==> src/rtl/pirq_pkg.sv <==
package pirq_pkg;
  localparam int FIELD_W = 4;
  localparam int SEL_W   = 3;
  localparam int LINE_W  = 5;

  // Sparse selector: code -> legacy line number (0 means not routed)
  function automatic logic [LINE_W-1:0] sel_line(input logic [SEL_W-1:0] sel);
    case (sel)
      3'd1:    return 5'd5;
      3'd2:    return 5'd9;
      3'd3:    return 5'd10;
      3'd4:    return 5'd11;
      3'd5:    return 5'd12;
      3'd6:    return 5'd14;
      3'd7:    return 5'd15;
      default: return 5'd0;
    endcase
  endfunction
endpackage

==> src/rtl/pirq_regs.sv <==
module pirq_regs #(
  parameter int ADDR_W   = 8,
  parameter int DATA_W   = 8,
  parameter int NUM_REGS = 2,
  parameter logic [ADDR_W-1:0] BASE_ADDR = 8'h80,
  parameter logic [NUM_REGS*DATA_W-1:0] RST_VAL = 16'h0080
) (
  input  logic                         clk,
  input  logic                         rst,
  input  logic                         wr,
  input  logic [ADDR_W-1:0]            addr,
  input  logic [DATA_W-1:0]            wdata,
  output logic [NUM_REGS*DATA_W-1:0]   reg_flat,
  output logic [DATA_W-1:0]            rdata
);
  logic [DATA_W-1:0] reg_q [NUM_REGS];
  logic [NUM_REGS-1:0] hit;

  for (genvar r = 0; r < NUM_REGS; r++) begin : g_reg
    assign hit[r] = (addr == BASE_ADDR + ADDR_W'(r));
    always_ff @(posedge clk) begin
      if (rst)               reg_q[r] <= RST_VAL[r*DATA_W +: DATA_W];
      else if (wr && hit[r]) reg_q[r] <= wdata;
    end
    assign reg_flat[r*DATA_W +: DATA_W] = reg_q[r];
  end

  always_ff @(posedge clk) begin
    if (rst) rdata <= '0;
    else begin
      rdata <= '0;
      for (int r = 0; r < NUM_REGS; r++)
        if (hit[r]) rdata <= reg_q[r];
    end
  end
endmodule

==> src/rtl/pirq_field_dec.sv <==
module pirq_field_dec
  import pirq_pkg::*;
#(
  parameter int NUM_IRQ = 16
) (
  input  logic [FIELD_W-1:0] field,
  output logic [NUM_IRQ-1:0] line_oh,
  output logic               routed,
  output logic               edge_en
);
  logic [LINE_W-1:0] ln;

  always_comb begin
    ln      = sel_line(field[SEL_W-1:0]);
    routed  = (field[SEL_W-1:0] != '0);
    edge_en = routed & field[FIELD_W-1];
    for (int i = 0; i < NUM_IRQ; i++)
      line_oh[i] = routed && (ln == LINE_W'(i));
  end
endmodule

==> src/rtl/pirq_pin_cond.sv <==
module pirq_pin_cond (
  input  logic clk,
  input  logic rst,
  input  logic pin_n,
  output logic active,
  output logic rise
);
  logic act_q, prev_q;

  always_ff @(posedge clk) begin
    if (rst) begin
      act_q  <= 1'b0;
      prev_q <= 1'b0;
    end else begin
      act_q  <= ~pin_n;
      prev_q <= act_q;
    end
  end

  assign active = act_q;
  assign rise   = act_q & ~prev_q;
endmodule

==> src/rtl/pirq_router.sv <==
module pirq_router
  import pirq_pkg::*;
#(
  parameter int NUM_PINS = 4,
  parameter int NUM_IRQ  = 16,
  parameter int ADDR_W   = 8,
  parameter int DATA_W   = 8,
  parameter logic [ADDR_W-1:0] BASE_ADDR = 8'h80,
  parameter logic [NUM_PINS*FIELD_W-1:0] RST_VAL = 16'h0080
) (
  input  logic                clk,
  input  logic                rst,
  input  logic                cfg_wr,
  input  logic [ADDR_W-1:0]   cfg_addr,
  input  logic [DATA_W-1:0]   cfg_wdata,
  output logic [DATA_W-1:0]   cfg_rdata,
  input  logic [NUM_PINS-1:0] pci_int_n,
  output logic [NUM_IRQ-1:0]  irq_req,
  output logic [NUM_IRQ-1:0]  edge_mask,
  output logic [NUM_PINS-1:0] pin_routed
);
  localparam int PINS_PER_REG = DATA_W / FIELD_W;
  localparam int NUM_REGS     = NUM_PINS / PINS_PER_REG;

  logic [NUM_REGS*DATA_W-1:0] reg_flat;
  logic [NUM_IRQ-1:0]  oh [NUM_PINS];
  logic [NUM_PINS-1:0] routed_c, edge_c, act_c, rise_c;
  logic [NUM_IRQ-1:0]  req_n, mask_n;

  pirq_regs #(
    .ADDR_W(ADDR_W), .DATA_W(DATA_W), .NUM_REGS(NUM_REGS),
    .BASE_ADDR(BASE_ADDR), .RST_VAL(RST_VAL)
  ) u_regs (
    .clk(clk), .rst(rst), .wr(cfg_wr), .addr(cfg_addr),
    .wdata(cfg_wdata), .reg_flat(reg_flat), .rdata(cfg_rdata)
  );

  // Fields are packed in pin order, so pin p sits at bit p*FIELD_W
  for (genvar p = 0; p < NUM_PINS; p++) begin : g_pin
    pirq_field_dec #(.NUM_IRQ(NUM_IRQ)) u_dec (
      .field(reg_flat[p*FIELD_W +: FIELD_W]),
      .line_oh(oh[p]), .routed(routed_c[p]), .edge_en(edge_c[p])
    );
    pirq_pin_cond u_cond (
      .clk(clk), .rst(rst), .pin_n(pci_int_n[p]),
      .active(act_c[p]), .rise(rise_c[p])
    );
  end

  always_comb begin
    req_n  = '0;
    mask_n = '0;
    for (int p = 0; p < NUM_PINS; p++) begin
      if (edge_c[p]) begin
        mask_n |= oh[p];
        if (rise_c[p]) req_n |= oh[p];
      end else if (act_c[p]) begin
        req_n |= oh[p];
      end
    end
  end

  always_ff @(posedge clk) begin
    if (rst) begin
      irq_req    <= '0;
      edge_mask  <= '0;
      pin_routed <= '0;
    end else begin
      irq_req    <= req_n;
      edge_mask  <= mask_n;
      pin_routed <= routed_c;
    end
  end
endmodule

==> config.mk <==
export PLATFORM = sky130hd
export DESIGN_NAME = pirq_router
export DESIGN_NICKNAME = d
export VERILOG_FILES = /design/src/rtl/pirq_pkg.sv /design/src/rtl/pirq_regs.sv /design/src/rtl/pirq_field_dec.sv /design/src/rtl/pirq_pin_cond.sv /design/src/rtl/pirq_router.sv
export SDC_FILE = /design/constraint.sdc
export NUM_CORES = 1
export LEC_CHECK = 0
export ABC_AREA = 1
export ABC_CLOCK_PERIOD_IN_PS = 2500
export BUFFER_PORTS_ARGS = -buffer_cell sky130_fd_sc_hd__clkbuf_2
export CORE_MARGIN = 3
export CORE_UTILIZATION = 57
export CTS_CLUSTER_DIAMETER = 200
export CTS_CLUSTER_SIZE = 24
export DETAILED_ROUTE_END_ITERATION = 10
export GPL_TIMING_DRIVEN = 0
export PLACE_DENSITY = 0.84
export REMOVE_ABC_BUFFERS = 1
export SLEW_MARGIN = 15
export SYNTH_ARGS = -nofsm -noshare
export SYNTH_HDL_FRONTEND = slang
export SYNTH_SLANG_ARGS = --single-unit
export TNS_END_PERCENT = 10
==> constraint.sdc <==
create_clock -name clk -period 2.5 [get_ports clk]
set_clock_uncertainty 0.2 [all_clocks]
set_input_delay 0 -clock clk [delete_from_list [all_inputs] [get_ports clk]]
set_output_delay 0 -clock clk [all_outputs]
set_load 0.02 [all_outputs]
# Word-level counts from Yosys, hierarchy flattened
# Memories as Yosys holds them, arrays and structs flattened.
# Cells that the tools add are included.
# op_classes
muxes	32
n_reduce_logical	74
bitwise_logic	24
n_eq_ne	90
# op_table
cell	count
2-to-1 mux 16 bit	16
== test 4 bit, second input constant	32
case mux 4 bit (7 select lines)	4
bitwise OR 16 bit	6
logical AND 1 bit	66
== test 4 x 3 -> 1 bit, second input constant	16
== test 3 bit, second input constant	16
== test 4 x 2 -> 1 bit, second input constant	8
2-to-1 mux 8 bit	4
== test 3 x 2 -> 1 bit, second input constant	8
zero test 5 bit	4
== test 4 x 1 -> 1 bit, second input constant	4
== test 8 bit, second input constant	2
== test 3 x 1 -> 1 bit, second input constant	4
nonzero test 3 bit	4
AND 1 bit	8
2-to-1 mux 1 bit	8
inverter 1 bit	8
bitwise OR 1 bit	2
# totals
elab_cells	233
ramBits	16
ff_bits	52
inputBits	23
memories	1
# memory_table
memory	depth	word_bits	rd	rd_ports_with_merged_regs	wr	line_no	rtl
u_regs.reg_q	2	8	2	0	2	pirq_regs.sv:16	logic [DATA_W-1:0] reg_q [NUM_REGS];

# Depth between registers and ports, before layout
# An unclocked memory read counts as a cell.
# logic_depth
depth_word	16
ltp_mapped	8
depth_no_buf	7

# Hierarchy
# From an unflattened synthesis, not the netlist that was laid out.
# hier_totals
hier_cells	552
area_unflattened_um2	4048.9
# by_module_without_submodules
mod	n_inst	area_per_inst_um2	seq_area_each_um2	cells_each
pirq_router	1	2208.4	720.7	317
pirq_regs	1	1089.8	640.6	111
pirq_field_dec	4	132.6	0.0	25
pirq_pin_cond	4	55.1	40.0	6

# Least setup slack after synthesis
# Ideal clock, no wire load.
# synth_timing
kind	input -> register
start	in cfg_addr[6]
end	mem u_regs.reg_q[1][0], enable pin
setup_slack_ns	0.830
cell_stages	6
t_arrival_ns	1.097
t_required_ns	1.926
setup_ns	0.374
path_cell_list	inv_1 -> nand2_2 -> nor3_4 -> buf_6 -> nand2_1 -> o21ai_1
# synth_rtl
element	line_no	rtl
start: declaration	pirq_router.sv:14	input logic [ADDR_W-1:0] cfg_addr,
end: declaration	pirq_regs.sv:16	

# Worst setup path in the final report
# layout_timing
start	in cfg_addr[5]
end	reg u_regs.rdata[1]
# layout_via
elab_chain_cells	3
word_cells_on_any_way	4
# layout_rtl
element	line_no	rtl
== test 8 bit	pirq_regs.sv:20	assign hit[r] = (addr == BASE_ADDR + ADDR_W'(r));
2-to-1 mux 8 bit	pirq_regs.sv:33	if (hit[r]) rdata <= reg_q[r];
2-to-1 mux 8 bit *	pirq_regs.sv:33	
end signal: assignment	pirq_regs.sv:33	
end: declaration	pirq_regs.sv:14	output logic [DATA_W-1:0] rdata
# Every way passes the cells marked *; elsewhere a longest branch is shown, timed or not.
# A chain may end at the register's enable or synchronous reset.

==> qor.yml <==
outcome:
  status: "completed"
detailed_routing:
  viasPerCell: 5.338
  wl_met2_mm: 3.452
  vias: 2653
  drt-total-wl_mm: 6.986
  drcViolationCount: 0
  wl_met1_mm: 2.608
  drt_iter0_drc: 382
  ant_nets: 0
  top_layer: "met4"
  wl_per_cell_microns: 14.06
  wl_met3_microns: 644
  firstDrtPassIters: 6
run:
  maxCapViolCount: 0
synthesis:
  syn_area_per_cell_sq_um: 8.200
  syn_area_sq_mm: 0.002755
  synth.area.top_cells: "dfxtp_1 38%, edfxtp_1 17%, nor2_1 8.9%, nand2_1 8.6%, nand3_1 7.6%"
  synth_top_flop_cell: "dfxtp_1"
  netlist_instances: 336
  synth_seq_cells: 68
  synth_most_common_cell: "nor2_1"
  synthArstFlopShare_pct: 0
  synth_top_area_share_pct: 37.78
  ys.warnings.count: 0
  synthDistinctLibCells: 28
  ys_seq_area_share_pct: 55.22
  synth-edff-count: 16
  synth_top_cell_by_area: "dfxtp_1"
  synth_common_cells: "65 x nor2_1, 63 x nand2_1, 52 x dfxtp_1"
critical_path:
  cp.arrival_ns: 2.44
  critPathKind: "primary input to flip-flop"
  endpoint_kind: "flip-flop"
  critPathRequiredTime_ns: 2.54
  cp-start-kind: "primary input"
  path_max_fanout: 16
timing:
  hold_viol: 0
  postLayoutSetupSlackWorst_ns: 0.1015
  worstMarginPinSlew_ns: 0.7756
  period_share_pct: 95.94
  finalSetupViolCount: 0
  min_period_ns: 2.398
  fin_tns_setup_ns: 0
  fmax_mhz: 416.9
  rsz0062_at_grt: "no"
  maxSlewViolCount: 0
  slew_headroom_pct: 47.94
pwr:
  leakagePower_uw: 0.001718
  power_density_mw_per_mm2: 679.5
  ir_drop_mv: 0.5843
die:
  fp.dieW_microns: 75.53
  rows: 24
  io_pins: 67
  fp.dieH_microns: 75.53
  die_area_sq_mm: 0.005704
  initial_core_util_pct: 61.17
  core-area_sq_mm: 0.004504
layout:
  areaGrowthSynthToFinish_pct: 30.43
  antenna_cells: 0
  finalNetCount: 463
  drive_above_1_share_pct: 25.39
clock_tree:
  path_clk_slew_ns: 0.07
  cts_buffers: 9
  cts_setup_buffers: 0
  clockBufferDepth: 2
  root_buffer: "clkbuf_8"
  clk_latency_ns: 0.35
  htree_levels: 3
  cts-hold-fix-buffers: 21
  cts-resized-gates: 0
  clock_sinks: 68
  cts_tree: "yes"
grt:
  grt_antenna_before_repair: 0
  grt_usage_pct: 27.51
  overflow: 0
  grt_pass1_vias: 2520
  grt_max_degree: 35
  grt_pass1_wl_mm: 11.28
placed_design:
  preCtsSetupSlack_ns: 0.3477
  hpwl_mm: 4.544
  io_buffers: 66
  place.gp.congestion: 0.9244
min_path:
  hp-class: "primary input to flip-flop"
==> final timing paths <==
kind | depth (start not counted) | start | to | slack [ns]
max reg2reg | 7 | u_regs.reg_q[0][7] | irq_req[9] | 0.88
min reg2reg | 2 | g_pin[1].u_cond.active | g_pin[1].u_cond.prev_q | 0.36
max | 6 | cfg_addr[5] | u_regs.rdata[1] | 0.10
min | 6 | cfg_addr[4] | u_regs.reg_q[0][3] | 0.09
==> per-layer routing <==
layer / vias up / GRT usage [%]
met5: - / 0
met4: 0 / 17.48
met3: 34 / 7.652
met2: 171 / 45.16
met1: 1187 / 31.56
li1: 1261 / -
==> logic make-up (layout without fill, tap and decap cells) <==
kind of cell	after synthesis	in the layout	synth area share, %
DFF	68	68	55.22
other	1	18	0.1361
buffers and inverters	46	138	6.676
and+or+nand+nor	199	199	33.83
AOI/OAI and AO/OA	22	22	4.133
==> worst max-delay path, stage by stage <==
cell and delay, ns:
dlygate4sd3_1 0.53, clkbuf_2 0.12, nor3_4 0.32, dlygate4sd3_1 1.02, nand3_1 0.19, a21oi_1 0.25
==> power by group <==
group	switching [uW]	internal, uW	total, uW
clock network	426	567	993
logic	148	81.5	230
registers	44.8	1170	1220
total	620	1820	2440
==> cell usage in the layout (no fill, tap or decap), types with 2 or more instances in the layout <==
master	count
a21oi_1	13
bufinv_16	2
clkbuf_2	66
clkbuf_8	9
conb_1	18
dfxtp_1	52
dlygate4sd3_1	21
edfxtp_1	16
inv_1	22
inv_2	13
inv_4	2
nand2_1	63
nand2_2	3
nand3_1	42
nand3_2	2
nand4_1	5
nor2_1	65
nor2_2	7
nor3_1	4
nor3_4	2
o21ai_0	5
o21ai_1	2
==> metrics by stage <==
stage          total power [uW]  cells  cell area [sq um]  utilization, %  hold WS, ns
3_5_place_dp               1444    460               3162           70.19     -0.04562
4_1_cts                    2445    497               3593           79.78      0.06587
3_3_place_gp               1437    460               3162           70.19     -0.04700
6_report                   2442    497               3593           79.78      0.08964
5_1_grt                    2541    497               3593           79.78       0.1009
2_1_floorplan              1355    342               2766               -      -0.1333
==> state kept, by name, indices dropped and copies added, names as in the netlist <==
name	count
u_regs.reg_q	16
g_pin.u_cond.active	4
g_pin.u_cond.prev_q	4
u_regs.rdata	8
pin_routed	4
edge_mask	16
irq_req	16
==> area by class of cell <==
class                      instances  area (sq um)
timing repair buffer              87         540.5
multi-input combinational        239          1114
inverter                          35         131.4
tap                               52         65.06
clock buffer                       9         123.9
fill                             297         910.9
sequential                        68          1521
clock inverter                     7         97.59
No activity file was read; power rests on OpenSTA's default activity.
